`src/rtl/drt_pkg.sv`:
```
package drt_pkg;

   localparam int ADDR_W = 3;
   localparam int NUM_CH = 2;
   localparam int NUM_FLAGS = 2;

   typedef enum logic [ADDR_W-1:0] {
      REG_RELOAD_A = 3'd0,
      REG_RELOAD_B = 3'd1,
      REG_CTRL     = 3'd2,
      REG_PIN      = 3'd3,
      REG_FLAGS    = 3'd4,
      REG_COUNT_A  = 3'd5,
      REG_COUNT_B  = 3'd6
   } reg_addr_e;

   localparam int CTRL_W = 5;

   typedef struct packed {
      logic ien_d;
      logic ien_a;
      logic pin_en;
      logic run_b;
      logic run_a;
   } ctrl_t;

   localparam int FLAG_A = 0;
   localparam int FLAG_D = 1;

endpackage

```
`src/rtl/drt_counter.sv`:
```
module drt_counter #(
   parameter int WIDTH = 16
) (
   input  logic             clk,
   input  logic             rst_n,
   input  logic             run,
   input  logic             tick,
   input  logic             load,
   input  logic [WIDTH-1:0] load_val,
   input  logic [WIDTH-1:0] reload,
   output logic [WIDTH-1:0] count,
   output logic             underflow
);

   logic [WIDTH-1:0] cnt_q;
   logic             at_zero;
   logic             step;

   assign at_zero   = (cnt_q == '0);
   assign step      = run & tick;
   assign underflow = step & at_zero & ~load;
   assign count     = cnt_q;

   always_ff @(posedge clk or negedge rst_n) begin
      if (!rst_n) begin
         cnt_q <= '0;
      end else if (load) begin
         cnt_q <= load_val;
      end else if (step) begin
         if (at_zero) cnt_q <= reload;
         else         cnt_q <= cnt_q - 1'b1;
      end
   end

endmodule

```
`src/rtl/drt_toggle_pin.sv`:
```
module drt_toggle_pin #(
   parameter bit INIT = 1'b0
) (
   input  logic clk,
   input  logic rst_n,
   input  logic preset_we,
   input  logic preset_val,
   input  logic toggle_en,
   input  logic underflow,
   output logic pin,
   output logic rise
);

   logic pin_q;
   logic flip;

   assign flip = toggle_en & underflow & ~preset_we;
   assign rise = flip & ~pin_q;
   assign pin  = pin_q;

   always_ff @(posedge clk or negedge rst_n) begin
      if (!rst_n)         pin_q <= INIT;
      else if (preset_we) pin_q <= preset_val;
      else if (flip)      pin_q <= ~pin_q;
   end

endmodule

```
`src/rtl/drt_pending.sv`:
```
module drt_pending #(
   parameter int N = 2
) (
   input  logic         clk,
   input  logic         rst_n,
   input  logic [N-1:0] set,
   input  logic [N-1:0] clr,
   output logic [N-1:0] pend
);

   for (genvar i = 0; i < N; i++) begin : g_flag
      logic flag_q;
      always_ff @(posedge clk or negedge rst_n) begin
         if (!rst_n)      flag_q <= 1'b0;
         else if (set[i]) flag_q <= 1'b1;
         else if (clr[i]) flag_q <= 1'b0;
      end
      assign pend[i] = flag_q;
   end

endmodule

```
`src/rtl/dual_reload_timer.sv`:
```
module dual_reload_timer
   import drt_pkg::*;
#(
   parameter int WIDTH    = 16,
   parameter bit PIN_INIT = 1'b0,
   parameter bit IRQ_REG  = 1'b0
) (
   input  logic             clk,
   input  logic             rst_n,
   input  logic             tick_a,
   input  logic             tick_b,
   input  logic             wr_en,
   input  logic [2:0]       addr,
   input  logic [WIDTH-1:0] wr_data,
   output logic [WIDTH-1:0] rd_data,
   output logic             pin_out,
   output logic             irq_a,
   output logic             irq_d
);

   if (WIDTH < CTRL_W || WIDTH > 32) begin : g_bad_width
      $error("dual_reload_timer: WIDTH must lie in 5..32");
   end

   localparam logic [WIDTH-1:0] ZERO_W = '0;

   ctrl_t            ctrl_q;
   logic [WIDTH-1:0] reload_q [NUM_CH];
   logic [WIDTH-1:0] cnt_v    [NUM_CH];
   logic [NUM_CH-1:0] uf_v;
   logic [NUM_CH-1:0] run_v;
   logic [NUM_CH-1:0] tick_v;
   logic [NUM_CH-1:0] load_v;

   logic [WIDTH-1:0] reload_a, cnt_a, cnt_b;
   logic             uf_a, uf_b, run_a, pin_en;
   logic             wr_ctrl, wr_pin, wr_flags;
   logic             pin_rise;
   logic [NUM_FLAGS-1:0] flag_set, flag_clr, pend;

   assign wr_ctrl  = wr_en && (addr == REG_CTRL);
   assign wr_pin   = wr_en && (addr == REG_PIN);
   assign wr_flags = wr_en && (addr == REG_FLAGS);

   assign run_v  = {ctrl_q.run_b, ctrl_q.run_a};
   assign tick_v = {tick_b, tick_a};

   always_ff @(posedge clk or negedge rst_n) begin
      if (!rst_n)       ctrl_q <= '0;
      else if (wr_ctrl) ctrl_q <= ctrl_t'(wr_data[CTRL_W-1:0]);
   end

   for (genvar c = 0; c < NUM_CH; c++) begin : g_ch
      localparam logic [2:0] RELOAD_ADDR = (c == 0) ? REG_RELOAD_A : REG_RELOAD_B;

      assign load_v[c] = wr_en && (addr == RELOAD_ADDR);

      always_ff @(posedge clk or negedge rst_n) begin
         if (!rst_n)         reload_q[c] <= '0;
         else if (load_v[c]) reload_q[c] <= wr_data;
      end

      drt_counter #(.WIDTH(WIDTH)) u_cnt (
         .clk       (clk),
         .rst_n     (rst_n),
         .run       (run_v[c]),
         .tick      (tick_v[c]),
         .load      (load_v[c]),
         .load_val  (wr_data),
         .reload    (reload_q[c]),
         .count     (cnt_v[c]),
         .underflow (uf_v[c])
      );
   end

   assign reload_a = reload_q[0];
   assign cnt_a    = cnt_v[0];
   assign cnt_b    = cnt_v[1];
   assign uf_a     = uf_v[0];
   assign uf_b     = uf_v[1];
   assign run_a    = ctrl_q.run_a;
   assign pin_en   = ctrl_q.pin_en;

   drt_toggle_pin #(.INIT(PIN_INIT)) u_pin (
      .clk        (clk),
      .rst_n      (rst_n),
      .preset_we  (wr_pin),
      .preset_val (wr_data[0]),
      .toggle_en  (pin_en),
      .underflow  (uf_a),
      .pin        (pin_out),
      .rise       (pin_rise)
   );

   assign flag_set[FLAG_A] = pin_rise;
   assign flag_set[FLAG_D] = uf_b;
   assign flag_clr         = wr_flags ? wr_data[NUM_FLAGS-1:0] : '0;

   drt_pending #(.N(NUM_FLAGS)) u_pend (
      .clk   (clk),
      .rst_n (rst_n),
      .set   (flag_set),
      .clr   (flag_clr),
      .pend  (pend)
   );

   logic irq_a_c, irq_d_c;
   assign irq_a_c = pend[FLAG_A] & ctrl_q.ien_a;
   assign irq_d_c = pend[FLAG_D] & ctrl_q.ien_d;

   if (IRQ_REG) begin : g_irq_reg
      logic irq_a_q, irq_d_q;
      always_ff @(posedge clk or negedge rst_n) begin
         if (!rst_n) begin
            irq_a_q <= 1'b0;
            irq_d_q <= 1'b0;
         end else begin
            irq_a_q <= irq_a_c;
            irq_d_q <= irq_d_c;
         end
      end
      assign irq_a = irq_a_q;
      assign irq_d = irq_d_q;
   end else begin : g_irq_comb
      assign irq_a = irq_a_c;
      assign irq_d = irq_d_c;
   end

   always_comb begin
      rd_data = ZERO_W;
      case (addr)
         REG_RELOAD_A: rd_data = reload_q[0];
         REG_RELOAD_B: rd_data = reload_q[1];
         REG_CTRL:     rd_data[CTRL_W-1:0] = ctrl_q;
         REG_PIN:      rd_data[0] = pin_out;
         REG_FLAGS:    rd_data[NUM_FLAGS-1:0] = pend;
         REG_COUNT_A:  rd_data = cnt_v[0];
         REG_COUNT_B:  rd_data = cnt_v[1];
         default:      rd_data = ZERO_W;
      endcase
   end

endmodule

```
`config.mk`:
```
export PLATFORM = sky130hd
export DESIGN_NAME = dual_reload_timer
export DESIGN_NICKNAME = d
export VERILOG_FILES = /design/src/rtl/drt_pkg.sv /design/src/rtl/drt_counter.sv /design/src/rtl/drt_toggle_pin.sv /design/src/rtl/drt_pending.sv /design/src/rtl/dual_reload_timer.sv
export SDC_FILE = /design/constraint.sdc
export NUM_CORES = 1
export LEC_CHECK = 0
export BUFFER_PORTS_ARGS = -buffer_cell sky130_fd_sc_hd__buf_2
export CORE_UTILIZATION = 60
export DETAILED_ROUTE_END_ITERATION = 8
export PLACE_DENSITY = 0.87
export SLEW_MARGIN = 20
export SYNTH_ARGS = -nofsm -noshare
export SYNTH_HDL_FRONTEND = slang
export SYNTH_SLANG_ARGS = --single-unit
```
`constraint.sdc`:
```
create_clock -name clk -period 2.9 [get_ports clk]
set_clock_uncertainty 0.15 [all_clocks]
set_input_delay 0.435 -clock clk [delete_from_list [all_inputs] [get_ports clk]]
set_output_delay 0.435 -clock clk [all_outputs]
set_load 0.005 [all_outputs]
```
==> metrics.yaml <==
power:
  power.density_nw_per_um2: 811
  power_uw: 4080
  leakage_uw: 0.00232
  ir_drop_mv: 0.593
detailed_routing:
  antenna_left: 0
  drt-wirelength-per-cell_microns: 19.7
  remaining_drc_errors: 0
  drt_wl_total_microns: 13200
  via_per_inst: 6.51
  drt_iter0_drc: 405
  vias: 4355
  dr.pass1.iters: 5
logic_synthesis:
  synth_warnings: 0
  ys_seq_elements: 72
  synthTopCellsByArea: "dfrtp_1, nand2_1, mux2i_1"
  synth.distinct_cells: 63
  syn_area_per_cell_sq_um: 8.53
  async_flop_share: 1.00
  synth_cells: 527
  yosys.area.top_type: "dfrtp_1"
  synth_enable_flop_cells: 0
  yosys.area.top_type_share: 0.401
  yosysSeqAreaShare: 0.401
  synth_nets: 555
  synth_flop_cell: "dfrtp_1"
  syn_area_sq_um: 4500
worst_setup_path:
  r2r-start: "g_ch[0].u_cnt.count[0]"
  crit_fanout: 11
  startpoint_type: "flop"
  r2r-end: "g_ch[0].u_cnt.count[13]"
  reg2regPathDepth: 7
  worstPathArrival_ns: 2.70
  reg2reg_slack_ns: 0.28
  crit_required_ns: 2.98
  worst-setup-path-type: "flop to flop"
  crit_path_end_kind: "flop"
flow_run:
  drv_cap: 0
cts:
  cts_buffers: 9
  htree_num_levels: 3
  cts_sinks: 72
  clkTransAtPathRegs_ns: 0.07
  cts_tree: "built"
  root_buffer: "clkbuf_8"
  ctsResizeCount: 0
  worstSkewPairLatency_ns: 0.34
  cts_buffer_depth: 2
worst_hold_path:
  holdPathStages: 3
  hold_path_class: "input pin to flop"
  min_to: "reload_q[9]"
  hold_path.startpoint: "wr_data[9]"
floorplan:
  die_h_microns: 88.6
  start_util: 0.620
  die_w_microns: 88.6
  io_pins: 43
  core_area_sq_um: 7250
  die_area_sq_um: 7840
  rows: 31
global_route:
  grt_overflow: 0
  grt_pass1_wl_microns: 20300
  grt_max_degree: 32
  grt_use_total: 0.350
  antenna_found_initial: 0
  grt_pass1_vias: 3864
sta:
  maxSlewViolCount: 0
  worst_pin_slew_ns: 0.754
  finalCritPeriodShare: 0.905
  slew-limit-headroom: 0.493
  finalSetupViolCount: 0
  clock.fmax_mhz: 381
  fin_ws_ns: 0.275
  period_minus_slack_ns: 2.62
  setup_tns_ns: 0
  hold_violations: 0
  rsz0062_at_grt: "false"
place:
  portBuffers: 42
  place_congestion: 0.953
  pre_cts_slack_ns: 0.380
  hpwlAfterDp_microns: 9680
  dp.cells: 654
cells_and_area:
  antenna_cells: 0
  area_growth_pct: 11.8
  regArea_sq_um: 1800
  nFillCells: 593
  multi_input_area_sq_um: 2520
  final_layout_size_suffix_gt1_frac: 0.167
  nets: 595
  final_cells: 669
run_status:
  status: "completed"
-- worst max-delay path: stages, from the launching register on --
cell and delay, ns:
dfrtp_1 0.45, inv_1 0.15, ha_1 0.16, nor4b_1 0.35, nand4_1 0.47, o21ai_0 0.40, a21oi_1 0.10, a221o_1 0.28
-- cells in the mapped netlist (all sizes together) (4+ instances only) --
cell / number
nand2: 131
dfrtp: 72
nor2: 36
o21ai: 35
mux2i: 29
clkbuf: 26
a21oi: 20
a22oi: 19
nand3: 17
xnor2: 12
inv: 9
xor2: 9
buf: 8
mux2: 8
nor3: 8
nor4: 8
a221o: 6
o22ai: 6
and2: 5
o211ai: 5
a31oi: 4
ha: 4
nand2b: 4
nand4: 4
o31ai: 4
or4: 4
-- through the flow --
stage | utilization | area [sq um] | hold slack (ns)
2_1_floorplan | - | 4500 | -0.0106
3_3_place_gp | 0.668 | 4840 | 0.342
3_5_place_dp | 0.668 | 4840 | 0.353
4_1_cts | 0.693 | 5030 | 0.195
5_1_grt | 0.693 | 5030 | 0.209
6_report | 0.693 | 5030 | 0.202
-- flip-flops by register name (all words and copies together) (netlist names) --
name	cells
reload_a	16
g_ch.u_cnt.count	32
u_pend.g_flag.flag_q	2
run_a	1
pin_en	1
u_pin.pin	1
reload_q	16
ctrl_q	3
-- layout by cell type, fill, tap and decap left out, types with 2 or more instances in the layout --
cell type	netlist	final
a21oi_1	20	20
a221o_1	6	6
a22oi_1	19	19
a31oi_1	4	4
and2_1	5	5
buf_2	4	42
buf_4	0	20
clkbuf_1	26	2
clkbuf_8	0	12
dfrtp_1	72	72
ha_1	4	4
inv_1	9	9
mux2_2	8	8
mux2i_1	29	29
mux4_2	2	2
nand2_1	131	131
nand2b_1	4	4
nand3_1	17	17
nand3b_1	2	2
nand4_1	4	4
nand4b_1	2	2
nor2_1	36	36
nor3_1	6	6
nor3_4	1	2
nor3b_1	3	3
nor4_1	6	6
o211ai_1	5	5
o21ai_0	29	29
o21ai_1	5	5
o221ai_1	3	3
o22ai_1	6	6
o31ai_1	4	4
or4_1	3	3
xnor2_1	12	12
xor2_1	9	9
-- how the worst max path moves through the flow --
stage,slack [ns],cells past startpoint,to,start
after floorplan,0.69,4,rd_data[0],addr[1]
after global placement,0.38,5,rd_data[4],addr[0]
after detailed placement,0.38,5,rd_data[4],addr[0]
after CTS,0.37,5,rd_data[4],addr[0]
after global routing,0.20,7,g_ch[0].u_cnt.count[13],g_ch[0].u_cnt.count[0]
final,0.28,7,g_ch[0].u_cnt.count[13],g_ch[0].u_cnt.count[0]
-- area by class of cell --
class / count / share of cell area
multi-input cells: 412 / 0.502
flip-flops and latches: 72 / 0.358
repair buffers: 63 / 0.0737
clock buffers: 14 / 0.0344
well taps: 99 / 0.0246
inverters: 9 / 0.00672
-- cell families (layout without fill, tap and decap cells) --
logic type / Yosys count / after routing / share of synthesized area
and+or+nand+nor: 234 / 234 / 0.247
buffers and inverters: 43 / 86 / 0.0412
AOI/OAI and AO/OA: 114 / 114 / 0.164
adders and majority gates: 4 / 4 / 0.0111
xor gates and xnor gates: 21 / 21 / 0.0409
muxes: 39 / 39 / 0.0946
DFF: 72 / 72 / 0.401
-- timing repair --
action	in CTS	in global routing
hold buffers	1	0
endpoints found under the hold margin	28	0
setup buffers	0	0
-- layer usage --
metal | track usage | share of wire | routed length, microns | vias up
met5 | 0 | 0 | 0 | -
met4 | 0.132 | 0.030 | 397 | 0
met3 | 0.0569 | 0.082 | 1090 | 45
met2 | 0.531 | 0.47 | 6150 | 250
met1 | 0.505 | 0.42 | 5520 | 2111
li1 | - | - | - | 1949
-- report_power, final --
group          switching (uW)  internal, uW  total, uW
Combinational             819           696       1520
Clock                     346           373        718
Sequential                536          1310       1840
(Power assumes the default switching activity.)
